===== config.mk =====
export PLATFORM = sky130hd
export DESIGN_NAME = opnd_addr_unit
export DESIGN_NICKNAME = d
export VERILOG_FILES = /design/src/rtl/opnd_pkg.sv /design/src/rtl/opnd_addr_map.sv /design/src/rtl/opnd_bit_modify.sv /design/src/rtl/opnd_addr_unit.sv
export SDC_FILE = /design/constraint.sdc
export NUM_CORES = 1
export LEC_CHECK = 0
export CORE_MARGIN = 5
export CORE_UTILIZATION = 50
export CTS_CLUSTER_SIZE = 12
export DETAILED_ROUTE_END_ITERATION = 8
export DONT_BUFFER_PORTS = 1
export GPL_TIMING_DRIVEN = 0
export HOLD_SLACK_MARGIN = 0.08
export PLACE_DENSITY = 0.69
export SLEW_MARGIN = 20
export SYNTH_ARGS = -nofsm -noshare
export SYNTH_HDL_FRONTEND = slang
export SYNTH_SLANG_ARGS = --single-unit

===== constraint.sdc =====
create_clock -name clk -period 1.7 [get_ports clk]
set_input_delay 0.085 -clock clk [delete_from_list [all_inputs] [get_ports clk]]
set_output_delay 0.085 -clock clk [all_outputs]
set_load 0.005 [all_outputs]

===== src/rtl/opnd_pkg.sv =====
package opnd_pkg;

    typedef enum logic [2:0] {
        OP_DIR_RD   = 3'd0,
        OP_REG_RD   = 3'd1,
        OP_IND_RD   = 3'd2,
        OP_BIT_SET  = 3'd3,
        OP_BIT_CLR  = 3'd4,
        OP_BIT_CPL  = 3'd5,
        OP_BIT_TO_C = 3'd6,
        OP_C_TO_BIT = 3'd7
    } op_e;

    typedef enum logic [2:0] {
        ST_IDLE,
        ST_PTR_RD,
        ST_PTR_WAIT,
        ST_OPND_RD,
        ST_OPND_WAIT,
        ST_WRITE_BACK,
        ST_FINISH
    } state_e;

    function automatic logic op_writes(op_e op);
        return (op == OP_BIT_SET) || (op == OP_BIT_CLR) ||
               (op == OP_BIT_CPL) || (op == OP_C_TO_BIT);
    endfunction

endpackage


===== src/rtl/opnd_addr_map.sv =====
module opnd_addr_map
    import opnd_pkg::*;
#(
    parameter int unsigned       ADDR_W   = 8,
    parameter int unsigned       DATA_W   = 8,
    parameter logic [ADDR_W-1:0] BIT_BASE = 'h20
) (
    input  op_e                            op,
    input  logic [ADDR_W-1:0]              addr,
    input  logic [1:0]                     bank,
    input  logic [ADDR_W-1:0]              ptr,
    output logic [ADDR_W-1:0]              eff_addr,
    output logic [ADDR_W-1:0]              ptr_addr,
    output logic                           is_sfr,
    output logic [$clog2(DATA_W)-1:0]      bit_idx
);
    localparam int unsigned IDX_W = $clog2(DATA_W);

    // pointer register R0/R1 of the selected bank
    assign ptr_addr = ADDR_W'({bank, 2'b00, addr[0]});
    assign bit_idx  = addr[IDX_W-1:0];

    always_comb begin
        eff_addr = addr;
        is_sfr   = 1'b0;
        unique case (op)
            OP_DIR_RD: begin
                is_sfr   = addr[ADDR_W-1];
                eff_addr = addr;
            end
            OP_REG_RD: begin
                eff_addr = ADDR_W'({bank, addr[2:0]});
            end
            OP_IND_RD: begin
                eff_addr = ptr;
            end
            default: begin
                if (addr[ADDR_W-1]) begin
                    is_sfr   = 1'b1;
                    eff_addr = {addr[ADDR_W-1:IDX_W], {IDX_W{1'b0}}};
                end else begin
                    eff_addr = BIT_BASE + (addr >> IDX_W);
                end
            end
        endcase
    end
endmodule


===== src/rtl/opnd_bit_modify.sv =====
module opnd_bit_modify
    import opnd_pkg::*;
#(
    parameter int unsigned DATA_W = 8
) (
    input  op_e                         op,
    input  logic [DATA_W-1:0]           byte_in,
    input  logic [$clog2(DATA_W)-1:0]   bit_idx,
    input  logic                        carry,
    output logic [DATA_W-1:0]           byte_out,
    output logic                        bit_old
);
    logic [DATA_W-1:0] mask;

    assign mask    = {{(DATA_W-1){1'b0}}, 1'b1} << bit_idx;
    assign bit_old = |(byte_in & mask);

    always_comb begin
        unique case (op)
            OP_BIT_SET:  byte_out = byte_in | mask;
            OP_BIT_CLR:  byte_out = byte_in & ~mask;
            OP_BIT_CPL:  byte_out = byte_in ^ mask;
            OP_C_TO_BIT: byte_out = carry ? (byte_in | mask) : (byte_in & ~mask);
            default:     byte_out = byte_in;
        endcase
    end
endmodule


===== src/rtl/opnd_addr_unit.sv =====
module opnd_addr_unit
    import opnd_pkg::*;
#(
    parameter int unsigned       ADDR_W   = 8,
    parameter int unsigned       DATA_W   = 8,
    parameter logic [ADDR_W-1:0] BIT_BASE = 'h20
) (
    input  logic              clk,
    input  logic              rst_n,
    input  logic              req_valid,
    input  logic [2:0]        req_op,
    input  logic [ADDR_W-1:0] req_addr,
    input  logic [1:0]        bank_sel,
    input  logic              carry_in,
    output logic              busy,
    output logic              mem_rd,
    output logic              mem_wr,
    output logic              mem_sfr,
    output logic [ADDR_W-1:0] mem_addr,
    output logic [DATA_W-1:0] mem_wdata,
    input  logic [DATA_W-1:0] mem_rdata,
    output logic              done,
    output logic [DATA_W-1:0] rd_byte,
    output logic              bit_val,
    output logic              carry_out,
    output logic              carry_we
);
    localparam int unsigned IDX_W = $clog2(DATA_W);

    state_e            state, state_nx;
    op_e               op_q;
    logic [ADDR_W-1:0] addr_q;
    logic [1:0]        bank_q;
    logic              carry_q;
    logic [ADDR_W-1:0] ptr_q;
    logic [DATA_W-1:0] byte_q;

    logic [ADDR_W-1:0] eff_addr, ptr_addr;
    logic              is_sfr;
    logic [IDX_W-1:0]  bit_idx;
    logic [DATA_W-1:0] byte_new;
    logic              bit_old;

    opnd_addr_map #(
        .ADDR_W   (ADDR_W),
        .DATA_W   (DATA_W),
        .BIT_BASE (BIT_BASE)
    ) u_map (
        .op       (op_q),
        .addr     (addr_q),
        .bank     (bank_q),
        .ptr      (ptr_q),
        .eff_addr (eff_addr),
        .ptr_addr (ptr_addr),
        .is_sfr   (is_sfr),
        .bit_idx  (bit_idx)
    );

    opnd_bit_modify #(
        .DATA_W (DATA_W)
    ) u_mod (
        .op       (op_q),
        .byte_in  (byte_q),
        .bit_idx  (bit_idx),
        .carry    (carry_q),
        .byte_out (byte_new),
        .bit_old  (bit_old)
    );

    // state register
    always_ff @(posedge clk or negedge rst_n) begin
        if (!rst_n) state <= ST_IDLE;
        else        state <= state_nx;
    end

    // next-state logic
    always_comb begin
        state_nx = state;
        unique case (state)
            ST_IDLE: begin
                if (req_valid)
                    state_nx = (op_e'(req_op) == OP_IND_RD) ? ST_PTR_RD : ST_OPND_RD;
            end
            ST_PTR_RD:     state_nx = ST_PTR_WAIT;
            ST_PTR_WAIT:   state_nx = ST_OPND_RD;
            ST_OPND_RD:    state_nx = ST_OPND_WAIT;
            ST_OPND_WAIT:  state_nx = op_writes(op_q) ? ST_WRITE_BACK : ST_FINISH;
            ST_WRITE_BACK: state_nx = ST_FINISH;
            ST_FINISH:     state_nx = ST_IDLE;
            default:       state_nx = ST_IDLE;
        endcase
    end

    // operand and data capture
    always_ff @(posedge clk or negedge rst_n) begin
        if (!rst_n) begin
            op_q    <= OP_DIR_RD;
            addr_q  <= '0;
            bank_q  <= '0;
            carry_q <= 1'b0;
            ptr_q   <= '0;
            byte_q  <= '0;
        end else begin
            if (state == ST_IDLE && req_valid) begin
                op_q    <= op_e'(req_op);
                addr_q  <= req_addr;
                bank_q  <= bank_sel;
                carry_q <= carry_in;
            end
            if (state == ST_PTR_WAIT)  ptr_q  <= ADDR_W'(mem_rdata);
            if (state == ST_OPND_WAIT) byte_q <= mem_rdata;
        end
    end

    // outputs
    always_comb begin
        mem_rd   = 1'b0;
        mem_wr   = 1'b0;
        mem_sfr  = 1'b0;
        mem_addr = '0;
        done     = 1'b0;
        carry_we = 1'b0;
        unique case (state)
            ST_PTR_RD: begin
                mem_rd   = 1'b1;
                mem_addr = ptr_addr;
            end
            ST_OPND_RD: begin
                mem_rd   = 1'b1;
                mem_sfr  = is_sfr;
                mem_addr = eff_addr;
            end
            ST_WRITE_BACK: begin
                mem_wr   = 1'b1;
                mem_sfr  = is_sfr;
                mem_addr = eff_addr;
            end
            ST_FINISH: begin
                done     = 1'b1;
                carry_we = (op_q == OP_BIT_TO_C);
            end
            default: ;
        endcase
    end

    assign busy      = (state != ST_IDLE);
    assign mem_wdata = byte_new;
    assign rd_byte   = byte_q;
    assign bit_val   = bit_old;
    assign carry_out = bit_old;

endmodule


==> results of run 1 <==
==> power breakdown <==
group | internal, mW | switching [mW] | total (mW) | leakage [nW]
clock network | 0.269 | 0.267 | 0.536 | 0.0399
registers | 1.19 | 0.427 | 1.62 | 0.394
logic | 2.24 | 2.42 | 4.66 | 1.01
==> metal layers <==
layer | track usage | wire [um] | up-vias
li1 | - | - | 1056
met1 | 0.293 | 2900 | 1116
met2 | 0.387 | 3520 | 85
met3 | 0.0516 | 582 | 22
met4 | 0.108 | 222 | 0
met5 | 0 | 0 | -
==> synth_stat cells (all sizes together), types with 2 or more instances <==
library cell | n | area (um^2)
dfrtp | 33 | 826
ha | 24 | 300
o21ai | 23 | 119
inv | 22 | 82.6
mux2 | 20 | 225
nand2 | 19 | 71.3
nor2 | 18 | 83.8
a21oi | 12 | 71.3
buf | 12 | 71.3
a2bb2oi | 8 | 70.1
o22ai | 7 | 43.8
a211oi | 6 | 45.0
nor3b | 6 | 71.3
clkbuf | 5 | 20.0
a221o | 4 | 40.0
nor2b | 4 | 25.0
a21boi | 3 | 22.5
a22oi | 3 | 22.5
nand2b | 3 | 18.8
nor3 | 3 | 15.0
and2 | 2 | 12.5
and3 | 2 | 12.5
and3b | 2 | 17.5
nand3 | 2 | 10.0
nand3b | 2 | 15.0
nor4 | 2 | 12.5
o21a | 2 | 15.0
or3 | 2 | 22.5
==> cell type report <==
type                            count  share of cell area
Clock buffer                        5              0.0206
Buffer                             17              0.0423
Clock inverter                      1             0.00150
Timing Repair Buffer               43               0.124
Tap cell                           67              0.0251
Sequential cell                    33               0.248
Inverter                           22              0.0247
Multi-Input combinational cell    194               0.514
==> worst register-to-register path, stage by stage (launching register included) <==
cell	delay (ns)
dfrtp_1	0.41
clkbuf_2	0.23
nor3b_4	0.49
mux2_2	0.40
==> logic make-up after synthesis <==
kind of cell,Yosys count,share of synthesized area
AO/OA/AOI/OAI,79,0.219
XOR/XNOR,1,0.00352
adder cells (fa/ha/maj),24,0.121
buffers and inverters,39,0.0698
flip-flops,33,0.331
multiplexers,20,0.0904
AND/OR/NAND/NOR,70,0.165
==> sequential cells by signal, indices dropped and copies added, names as in the netlist <==
signal and flops:
state 3, op_q 3, carry_q 1, rd_byte 8
addr_q 8, bank_q 2, ptr_q 8
==> final timing paths <==
kind / startpoint / end / slack (ns) / cells past startpoint
max: addr_q[0]$_DFFE_PN0P_ / mem_wdata[7] / -0.30 / 7
min: req_op[2] / state[1]$_DFFE_PN0P_ / 0.13 / 2
max reg2reg: state[2]$_DFFE_PN0P_ / ptr_q[0]$_DFFE_PN0P_ / 0.06 / 3
min reg2reg: ptr_q[3]$_DFFE_PN0P_ / ptr_q[3]$_DFFE_PN0P_ / 0.52 / 1
max in group asynchronous: rst_n / state[1]$_DFFE_PN0P_ / 1.28 / 2
min in group asynchronous: rst_n / addr_q[0]$_DFFE_PN0P_ / 0.24 / 2
==> repair_timing <==
action | in CTS | in global routing
pin swaps | 11 | 11
endpoints found under the hold margin | 64 | 0
hold buffers | 25 | 0
setup endpoints to repair | 23 | 35
gates resized for setup | 39 | 40
buffers inserted | 15 | 3
==> key figures, run 1 <==
Clock network
  – Root buffer cell: clkbuf_8
  – Clock sink total: 33
  – TritonCTS clock tree: built
  – H-tree depth: 2
  – Clk slew on worst S/H paths: 0.06 ns
  – Max clock buf depth: 2
  – Latest clock arrival within the worst-skew pair: 0.28 ns
  – Inserted Clock Buffers: 5

Critical path
  – Worst EP required: around 1.6 ns
  – Critical path data arrival time: 1.92 ns
  – Critical Path Source Type: flop
  – Nature of the critical path endpoint: output pin
  – CP cell instances: buf_6 > buf_4 > nand3_2 > ha_1 > a2bb2oi_1 > a21oi_1 > a211o_1
  – Crit path kind: flop to output pin
  – CP max stage cell: dfrtp_1
  – Crit path largest cell delay: ~0.36 ns
  – Worst Path Buf+Inv: 2
  – Largest delay contributor family on the critical path: compound AO/OA/AOI/OAI gates
  – Largest fanout on the critical path: 8

STA
  – RSZ-0062 raised after global routing: true
  – Min Tclk post-route: between 2 and 2.5 ns
  – Setup TNS: -2.05 ns
  – Final Skew: 0.00306 ns
  – Slew margin rel.: 0.665
  – Fin. Hold Viols: 0
  – # setup viols final: 11
  – Fin. max-slew vios: 0
  – Fmax: roughly 0.5 GHz
  – Setup ws final: -0.302 ns
  – Actual slew at the worst max-slew pin: 0.503 ns
  – Hold_ws: 0.135 ns
  – Tcrit/Tclk final: 1.18

Pwr
  – Leak: roughly 1.4 nW
  – Overall Power: 6.82 mW
  – Power per cell area: about 2000 nW/um^2
  – Maximum vdd drop: 1.11 mV

Synth
  – Mapped Area: 2490 um^2
  – Commonest register cell after synthesis: dfrtp_1
  – Synthesized Nets: around 320
  – Async S/R FF share, synth: 1.00
  – Cells after Synth: about 270
  – Post-synthesis register bit count: 33
  – Warnings from Yosys: 0
  – Mean Syn Cell Area: roughly 9.4 um^2
  – Register area share after synthesis: 0.331
  – EDFF count, synth: 0
  – Post-synth cell types: 53

Layout
  – Final core occ: 0.699
  – Area of the multi-input gates: between 1500 and 2000 um^2
  – Final #Nets: around 370
  – Post-Layout Cell Count: approximately 380
  – Layout fillers: ~370
  – Fraction of layout cells with a size suffix above 1: 0.337
  – Antenna diodes: 0
  – Final instance area: between 3000 and 4000 um^2
  – Area Overhead vs Synth: 34.3%
  – Seq. cell area: between 800 and 900 um^2
  – Most frequent cells in the layout: 31 x dfrtp_1, 24 x dlygate4sd3_1, 22 x o21ai_0
  – Commonest non-fill, non-tap cell in the layout: dfrtp_1

Routing
  – Initial DRC count: approximately 150
  – Post-DR wirelength/cell: roughly 19 um
  – Final ANT Viol Nets: 0
  – Vias: around 2300
  – Total Wirelength: around 7200 um
  – DRC Markers: 0
  – Pre-antenna DRT Iters: 4
  – Avg Vias per Cell: between 5 and 6

Run status
  – Failing checks: setup timing
  – Outcome: finished, violations left

GRT
  – Vias in the first global route: ~2300
  – Largest net degree at the start of global routing: 34
  – Initial antenna violation count: 0
  – Overall Global Routing Usage: 0.235
  – First-pass GRT wire length: ~12000 um
  – GRT Residual Overflow: 0

Run
  – Max-capacitance violation count: 0

Placement
  – Final GP Congestion: between 0.9 and 1
  – DP Cell Count: about 330
  – Setup WS pre-CTS: -0.228 ns
  – DP HPWL: 4880 um
  – Number of port buffers: 0
  – Post-DP Area: between 2000 and 3000 um^2

Floorplanning
  – Core area: approximately 4800 um^2
  – Initial Utilization: 0.521
  – Chip height: 80.6 um
  – # rows: 25
  – Die ar.: 6490 um^2
  – Chip width: 80.6 um
  – Io pins: 57

Min path
  – Hold crit path type: input pin to flop
Power figures use the tool's default switching activity.
==> run 2: changes to the inputs <==
--- a/config.mk
+++ b/config.mk
@@ -15,2 +15,3 @@
 export PLACE_DENSITY = 0.69
+export SKIP_LAST_GASP = 1
 export SLEW_MARGIN = 20
==> constraint.sdc (replaced) <==
create_clock -name clk -period 1.7 [get_ports clk]
set_input_delay 0.255 -clock clk [delete_from_list [all_inputs] [get_ports clk]]
set_output_delay 0.255 -clock clk [all_outputs]
set_load 0.005 [all_outputs]
==> run 2 against run 1 <==
  * The flow still finishes with violations (setup timing)
  * Sequential share of layout area fell by 1.1 points
  * Design area is 4.8% higher
  * First-iteration DRC count rose by 78%
  * Maximum frequency shrank 8.5%
  * Count of clock-buffer cells in the layout rose by 1
  * Sequential cell count did not move
  * Critical endpoint is now mem_wdata[4]
  * Clock skew grew 0.0047 ns
  * Utilization is 3.4 points higher
  * Critical path depth is the same
  * Setup slack worse by 0.19 ns
  * Non-clock buffer count is 8 lower
  * Via count decreased by 1.7%
==> key figures, run 2 (same netlist as run 1, synthesis figures left out) <==
Pwr
  – Int Pwr: 4.31 mW (+16%)
  – Clock power share: 0.075 (-0.004)
  – Sw Pwr: 3.61 mW (+16%)
  – Sequential share of power: 0.217 (-0.021)
  – Switching Share: 0.456 (-0.000953)
  – Power per cell area: 2260 nW/um^2 (+11%)
  – Leak: 1.49 nW (+3.3%)
  – Logic pwr share: 0.707 (+0.023)
  – Maximum vdd drop: 1.40 mV (+26%)

Clock network
  – Clock sink total: 33 (unchanged)
  – Clk slew on worst S/H paths: 0.08 ns (+0.02 ns)
  – TritonCTS clock tree: built
  – Root buffer cell: clkbuf_8
  – Max clock buf depth: 2 (unchanged)
  – Inserted Clock Buffers: 5 (unchanged)
  – H-tree depth: 2 (unchanged)
  – Latest clock arrival within the worst-skew pair: 0.29 ns (about the same)

Run status
  – Failing checks: setup timing
  – Outcome: finished, violations left

STA
  – Actual slew at the worst max-slew pin: 0.552 ns (+0.0492 ns)
  – Hold_ws: 0.0789 ns (-0.0558 ns)
  – Final Skew: 0.00779 ns (+0.00472 ns)
  – Fmax: 0.457 GHz (-8.5%)
  – Tcrit/Tclk final: 1.29 (+0.110)
  – Setup ws final: -0.489 ns (-0.187 ns)
  – Fin. max-slew vios: 0 (unchanged)
  – Slew margin rel.: 0.627 (-0.0377)
  – Min Tclk post-route: 2.19 ns (+0.187 ns)
  – RSZ-0062 raised after global routing: true
  – Fin. Hold Viols: 0 (unchanged)
  – # setup viols final: 17 (+6)

Floorplanning
  – # rows: 25 (unchanged)
  – Chip height: 80.6 um (unchanged)
  – Core area: 4790 um^2 (unchanged)
  – Die ar.: 6490 um^2 (unchanged)
  – Chip width: 80.6 um (unchanged)
  – Initial Utilization: 0.521 (unchanged)
  – Io pins: 57 (unchanged)

Layout
  – Fraction of layout cells with a size suffix above 1: 0.479 (+0.142)
  – Layout fillers: 328 (-11%)
  – Commonest non-fill, non-tap cell in the layout: dfrtp_1
  – Most frequent cells in the layout: 30 x dfrtp_1, 24 x buf_4, 18 x o21ai_0
  – Area Overhead vs Synth: 40.7%
  – Final core occ: 0.733 (+0.0337)
  – Final instance area: 3510 um^2 (+4.8%)
  – Antenna diodes: 0 (unchanged)
  – Final #Nets: 357 (-2.2%)

Placement
  – Number of port buffers: 0 (unchanged)
  – DP HPWL: 4950 um (+1.3%)
  – Final GP Congestion: 0.888 (-3.0%)
  – Post-DP Area: 2620 um^2 (+1.5%)

GRT
  – Overall Global Routing Usage: 0.227 (-0.00792)
  – Initial antenna violation count: 0 (unchanged)
  – Vias in the first global route: 2099 (-11%)
  – GRT Residual Overflow: 0 (unchanged)
  – Largest net degree at the start of global routing: 34 (unchanged)
  – First-pass GRT wire length: 11200 um (-4.7%)

Routing
  – Initial DRC count: 269 (+78%)
  – Wire length on met2: 4080 um (+16%)
  – Highest Signal Layer: met4
  – Met3 wire length: 572 um (-1.7%)
  – Pre-antenna DRT Iters: 4 (unchanged)
  – Sum of routed wire segments on met1: 3230 um (+11%)
  – Total Wirelength: 7940 um (+9.9%)
  – DRC Markers: 0 (unchanged)
  – Vias: 2240 (-1.7%)
  – Final ANT Viol Nets: 0 (unchanged)
  – Avg Vias per Cell: 5.96 (-0.14%)
  – Post-DR wirelength/cell: 21.1 um (+12%)

Critical path
  – Nature of the critical path endpoint: output pin
  – Worst EP required: 1.44 ns (-0.18 ns)
  – Largest fanout on the critical path: 5 (-3)
  – CP cell instances: buf_6 > nor3b_4 > inv_2 > ha_4 > a2bb2oi_2 > a211oi_2 > a221o_1
  – Crit path kind: flop to output pin
  – Critical Path Source Type: flop
  – CP max stage cell: dfrtp_1
  – Critical path data arrival time: 1.93 ns (about the same)
  – Crit path largest cell delay: 0.42 ns (+0.06 ns)

Min path
  – Hold crit path type: input pin to flop

Run
  – Max-capacitance violation count: 0 (unchanged)
==> run 2: cell count changes in the layout (fill, tap and decap cells not counted), sizes merged <==
cell | before | now
clkbuf | 8 | 9
clkinv | 1 | 2
dlygate4sd3 | 24 | 1
buf | 33 | 48
==> run 2: layer usage <==
metal,global-route usage,vias up
li1,-,1041
met1,0.292,1125
met2,0.380,68
met3,0.0617,6
met4,0.0524,0
met5,0,-
==> run 2: per-stage QoR <==
| stage | power [mW] | std cells | setup slack [ns] | TNS (ns) |
|---|---|---|---|---|
| final | 7.92 | 376 | -0.489 | -6.01 |
| after global routing | 8.44 | 376 | -0.598 | -7.37 |
| after CTS | 6.44 | 356 | -0.507 | -5.13 |
| after detailed placement | 5.16 | 333 | -0.245 | -1.72 |
| after global placement | 5.08 | 333 | -0.213 | -1.49 |
| after floorplan | 4.34 | 266 | -0.0941 | -0.448 |
==> run 2: area by class of cell <==
class / instances / area [um^2] / area share
buffer: 17 / 181 / 0.0517
clock buffer: 6 / 72.6 / 0.0207
clock inverter: 2 / 10.0 / 0.00286
multi-input combinational: 194 / 1920 / 0.548
timing repair buffer: 35 / 324 / 0.0924
sequential: 33 / 830 / 0.237
inverter: 22 / 82.6 / 0.0236
tap: 67 / 83.8 / 0.0239
==> run 2: worst max-delay path, delay by kind of cell (launching register included) <==
kind	cells	cell delay (ns)
AND/OR/NAND/NOR	1	0.24
AO/OA/AOI/OAI	3	0.51
adder cells (fa/ha/maj)	1	0.22
flip-flops	1	0.42
buffers and inverters	2	0.24
==> run 2: power groups by stage <==
| stage | combinational [mW] | sequential (mW) | clock (mW) |
|---|---|---|---|
| global route | 6.03 | 1.77 | 0.639 |
| finish | 5.61 | 1.72 | 0.596 |
| detailed placement | 3.56 | 1.60 | 0 |
| floorplan | 2.86 | 1.48 | 0 |
| global placement | 3.50 | 1.59 | 0 |
| CTS | 4.22 | 1.62 | 0.598 |
==> run 2: final timing paths <==
kind	startpoint	end	slack, ns	cells past startpoint
min	req_op[1]	op_q[1]$_DFFE_PN0P_	0.08	2
max reg2reg	state[2]$_DFFE_PN0P_	addr_q[3]$_DFFE_PN0P_	0.05	4
max	addr_q[1]$_DFFE_PN0P_	mem_wdata[4]	-0.49	7
min in group asynchronous	rst_n	rd_byte[7]$_DFFE_PN0N_	0.40	2
min reg2reg	ptr_q[4]$_DFFE_PN0P_	ptr_q[4]$_DFFE_PN0P_	0.53	1
max in group asynchronous	rst_n	state[2]$_DFFE_PN0P_	1.09	2
==> run 2: timing repair <==
| item | 4_1_cts | 5_1_grt |
|---|---|---|
| endpoints found under the setup margin | 21 | 28 |
| hold endpoints to repair | 33 | 0 |
| setup buffers | 13 | 19 |
| cloned | 0 | 1 |
| hold buffers | 2 | 0 |
| pin swaps | 15 | 33 |
| gates resized for setup | 51 | 74 |
==> run 3: changes to the inputs <==
CORE_UTILIZATION = 45   (was 50)
PLACE_DENSITY = 0.63   (was 0.69)
==> run 3 against run 2 <==
  * The flow still finishes with violations (setup timing)
  * Critical path depth unchanged
  * First-iteration DRC count fell by 45%
  * Via count grew 0.94%
==> key figures, run 3 (same netlist as run 1, synthesis figures left out) <==
STA
  – Slew margin rel.: 0.650 (+0.0228)
  – Setup ws final: -0.507 ns (-0.0186 ns)
  – Fin. Hold Viols: 0 (unchanged)
  – Fin. max-slew vios: 0 (unchanged)
  – Min Tclk post-route: 2.21 ns (+0.0186 ns)
  – Final Skew: 0.00818 ns (+0.000392 ns)
  – Hold_ws: 0.0884 ns (+0.00946 ns)
  – # setup viols final: 18 (+1)
  – Fmax: 0.453 GHz (-0.84%)
  – RSZ-0062 raised after global routing: true
  – Tcrit/Tclk final: 1.30 (+0.0110)
  – Actual slew at the worst max-slew pin: 0.523 ns (-0.0288 ns)

Pwr
  – Clock power share: 0.082 (+0.007)
  – Sw Pwr: 3.38 mW (-6.5%)
  – Sequential share of power: 0.224 (+0.007)
  – Int Pwr: 4.06 mW (-5.9%)
  – Maximum vdd drop: 1.08 mV (-23%)
  – Leak: 1.48 nW (-0.58%)
  – Power per cell area: 2170 nW/um^2 (-3.8%)
  – Logic pwr share: 0.694 (-0.013)
  – Overall Power: 7.43 mW (-6.2%)
  – Switching Share: 0.454 (-0.00164)

Critical path
  – Critical Path Source Type: flop
  – Critical path data arrival time: 1.95 ns (+0.02 ns)
  – Crit path kind: flop to output pin
  – Largest fanout on the critical path: 5 (unchanged)
  – CP max stage cell: dfrtp_1
  – Worst EP required: 1.44 ns (about the same)
  – CP cell instances: buf_6 > nor3b_4 > inv_2 > ha_4 > a2bb2oi_1 > a211oi_1 > a221o_1
  – Nature of the critical path endpoint: output pin
  – Crit path largest cell delay: 0.41 ns (about the same)

Clock network
  – Inserted Clock Buffers: 5 (unchanged)
  – TritonCTS clock tree: built
  – Clk slew on worst S/H paths: 0.08 ns (about the same)
  – Latest clock arrival within the worst-skew pair: 0.30 ns (about the same)
  – Root buffer cell: clkbuf_8
  – Max clock buf depth: 2 (unchanged)
  – H-tree depth: 2 (unchanged)
  – Clock sink total: 33 (unchanged)

GRT
  – Initial antenna violation count: 0 (unchanged)
  – Overall Global Routing Usage: 0.207 (-0.0205)
  – Largest net degree at the start of global routing: 34 (unchanged)
  – First-pass GRT wire length: 11700 um (+4.4%)
  – Vias in the first global route: 2172 (+3.5%)
  – Global route hottest layer: met2
  – Met1 GRT Util: 0.252 (-0.0402)
  – GRT Residual Overflow: 0 (unchanged)
  – M3 GR Usage: 0.0638 (+0.00213)
  – Met2 track utilization from global routing: 0.349 (-0.0313)

Layout
  – Post-Layout Cell Count: 384 (+2.1%)
  – Fraction of layout cells with a size suffix above 1: 0.455 (-0.0238)
  – Final instance area: 3420 um^2 (-2.5%)
  – Most frequent cells in the layout: 31 x dfrtp_1, 26 x buf_4, 20 x o21ai_0
  – Final #Nets: 360 (+0.84%)
  – Antenna diodes: 0 (unchanged)
  – Commonest non-fill, non-tap cell in the layout: dfrtp_1
  – Area Overhead vs Synth: 37.2%

Routing
  – Post-DR wirelength/cell: 20.1 um (-4.9%)
  – Initial DRC count: 148 (-45%)
  – Total Wirelength: 7720 um (-2.9%)
  – Pre-antenna DRT Iters: 4 (unchanged)
  – Final ANT Viol Nets: 0 (unchanged)
  – Avg Vias per Cell: 5.89 (-1.2%)
  – Vias: 2261 (+0.94%)
  – DRC Markers: 0 (unchanged)

Floorplanning
  – Chip width: 84.4 um (+4.7%)
  – # rows: 27 (+8.0%)
  – Initial Utilization: 0.458 (-0.0625)
  – Chip height: 84.4 um (+4.7%)
  – Core area: 5440 um^2 (+14%)
  – Io pins: 57 (unchanged)
  – Die ar.: 7120 um^2 (+9.7%)

Placement
  – Post-DP Area: 2630 um^2 (+0.24%)
  – Final GP Congestion: 0.865 (-2.6%)
  – Setup WS pre-CTS: -0.240 ns (+0.00461 ns)
  – DP Cell Count: 338 (+1.5%)
  – Number of port buffers: 0 (unchanged)
  – DP HPWL: 4990 um (+0.87%)

Min path
  – Hold crit path type: input pin to flop

Run
  – Max-capacitance violation count: 0 (unchanged)

Run status
  – Failing checks: setup timing
  – Outcome: finished, violations left
[run 3: changes by cell type in the layout (fill, tap and decap cells not counted), sizes merged]
cell	change
inv	-1
dlygate4sd3	+7
clkinvlp	+2
buf	-6
bufbuf	+1
[run 3: final cells by class]
class / instances / area (um^2)
Clock inverter: 3 / 17.5
Timing Repair Buffer: 38 / 349
Buffer: 17 / 171
Fill cell: 454 / 2020
Tap cell: 72 / 90.1
Clock buffer: 5 / 68.8
Multi-Input combinational cell: 194 / 1800
Inverter: 22 / 88.8
Sequential cell: 33 / 828
[run 3: metal layers]
| layer | up-vias | wire length, um |
|---|---|---|
| met5 | - | 0 |
| met4 | 0 | 170 |
| met2 | 81 | 3950 |
| met1 | 1120 | 3070 |
| met3 | 15 | 526 |
| li1 | 1045 | - |
[run 3: worst paths after layout]
kind,cells after the start,start,endpoint,slack [ns]
max,7,addr_q[2]$_DFFE_PN0P_,mem_wdata[1],-0.51
max reg2reg,4,state[1]$_DFFE_PN0P_,addr_q[2]$_DFFE_PN0P_,0.04
min in group asynchronous,2,rst_n,rd_byte[2]$_DFFE_PN0N_,0.39
max in group asynchronous,2,rst_n,state[1]$_DFFE_PN0P_,1.11
min reg2reg,1,ptr_q[4]$_DFFE_PN0P_,ptr_q[4]$_DFFE_PN0P_,0.53
min,2,mem_rdata[6],rd_byte[6]$_DFFE_PN0N_,0.09
[run 3: power groups by stage]
stage | sequential [mW] | combinational, mW | clock [mW]
floorplan | 1.48 | 2.86 | 0
global placement | 1.60 | 3.52 | 0
detailed placement | 1.61 | 3.56 | 0
CTS | 1.62 | 4.21 | 0.619
global route | 1.72 | 5.56 | 0.658
finish | 1.66 | 5.16 | 0.610
[run 3: metrics by stage]
step	util	TNS, ns
CTS	0.558	-5.65
global route	0.628	-7.27
global placement	0.483	-1.51
finish	0.628	-5.87
floorplan	-	-0.448
detailed placement	0.483	-1.63
[run 3: worst max-delay path, delay by kind of cell (launching register included)]
family / cells / cell delay, ns
compound gates: 3 / 0.53
fa+ha+maj: 1 / 0.21
flops: 1 / 0.41
simple gates: 1 / 0.25
buf+inv: 2 / 0.24
[run 3: repair_timing]
item                       in CTS  in global routing
hold buffers                    8                  1
pin swaps                      18                 23
buffers inserted                7                 22
setup endpoints to repair      29                 25
cloned                          1                  1
hold endpoints to repair       39                  1
resized for setup              50                 51
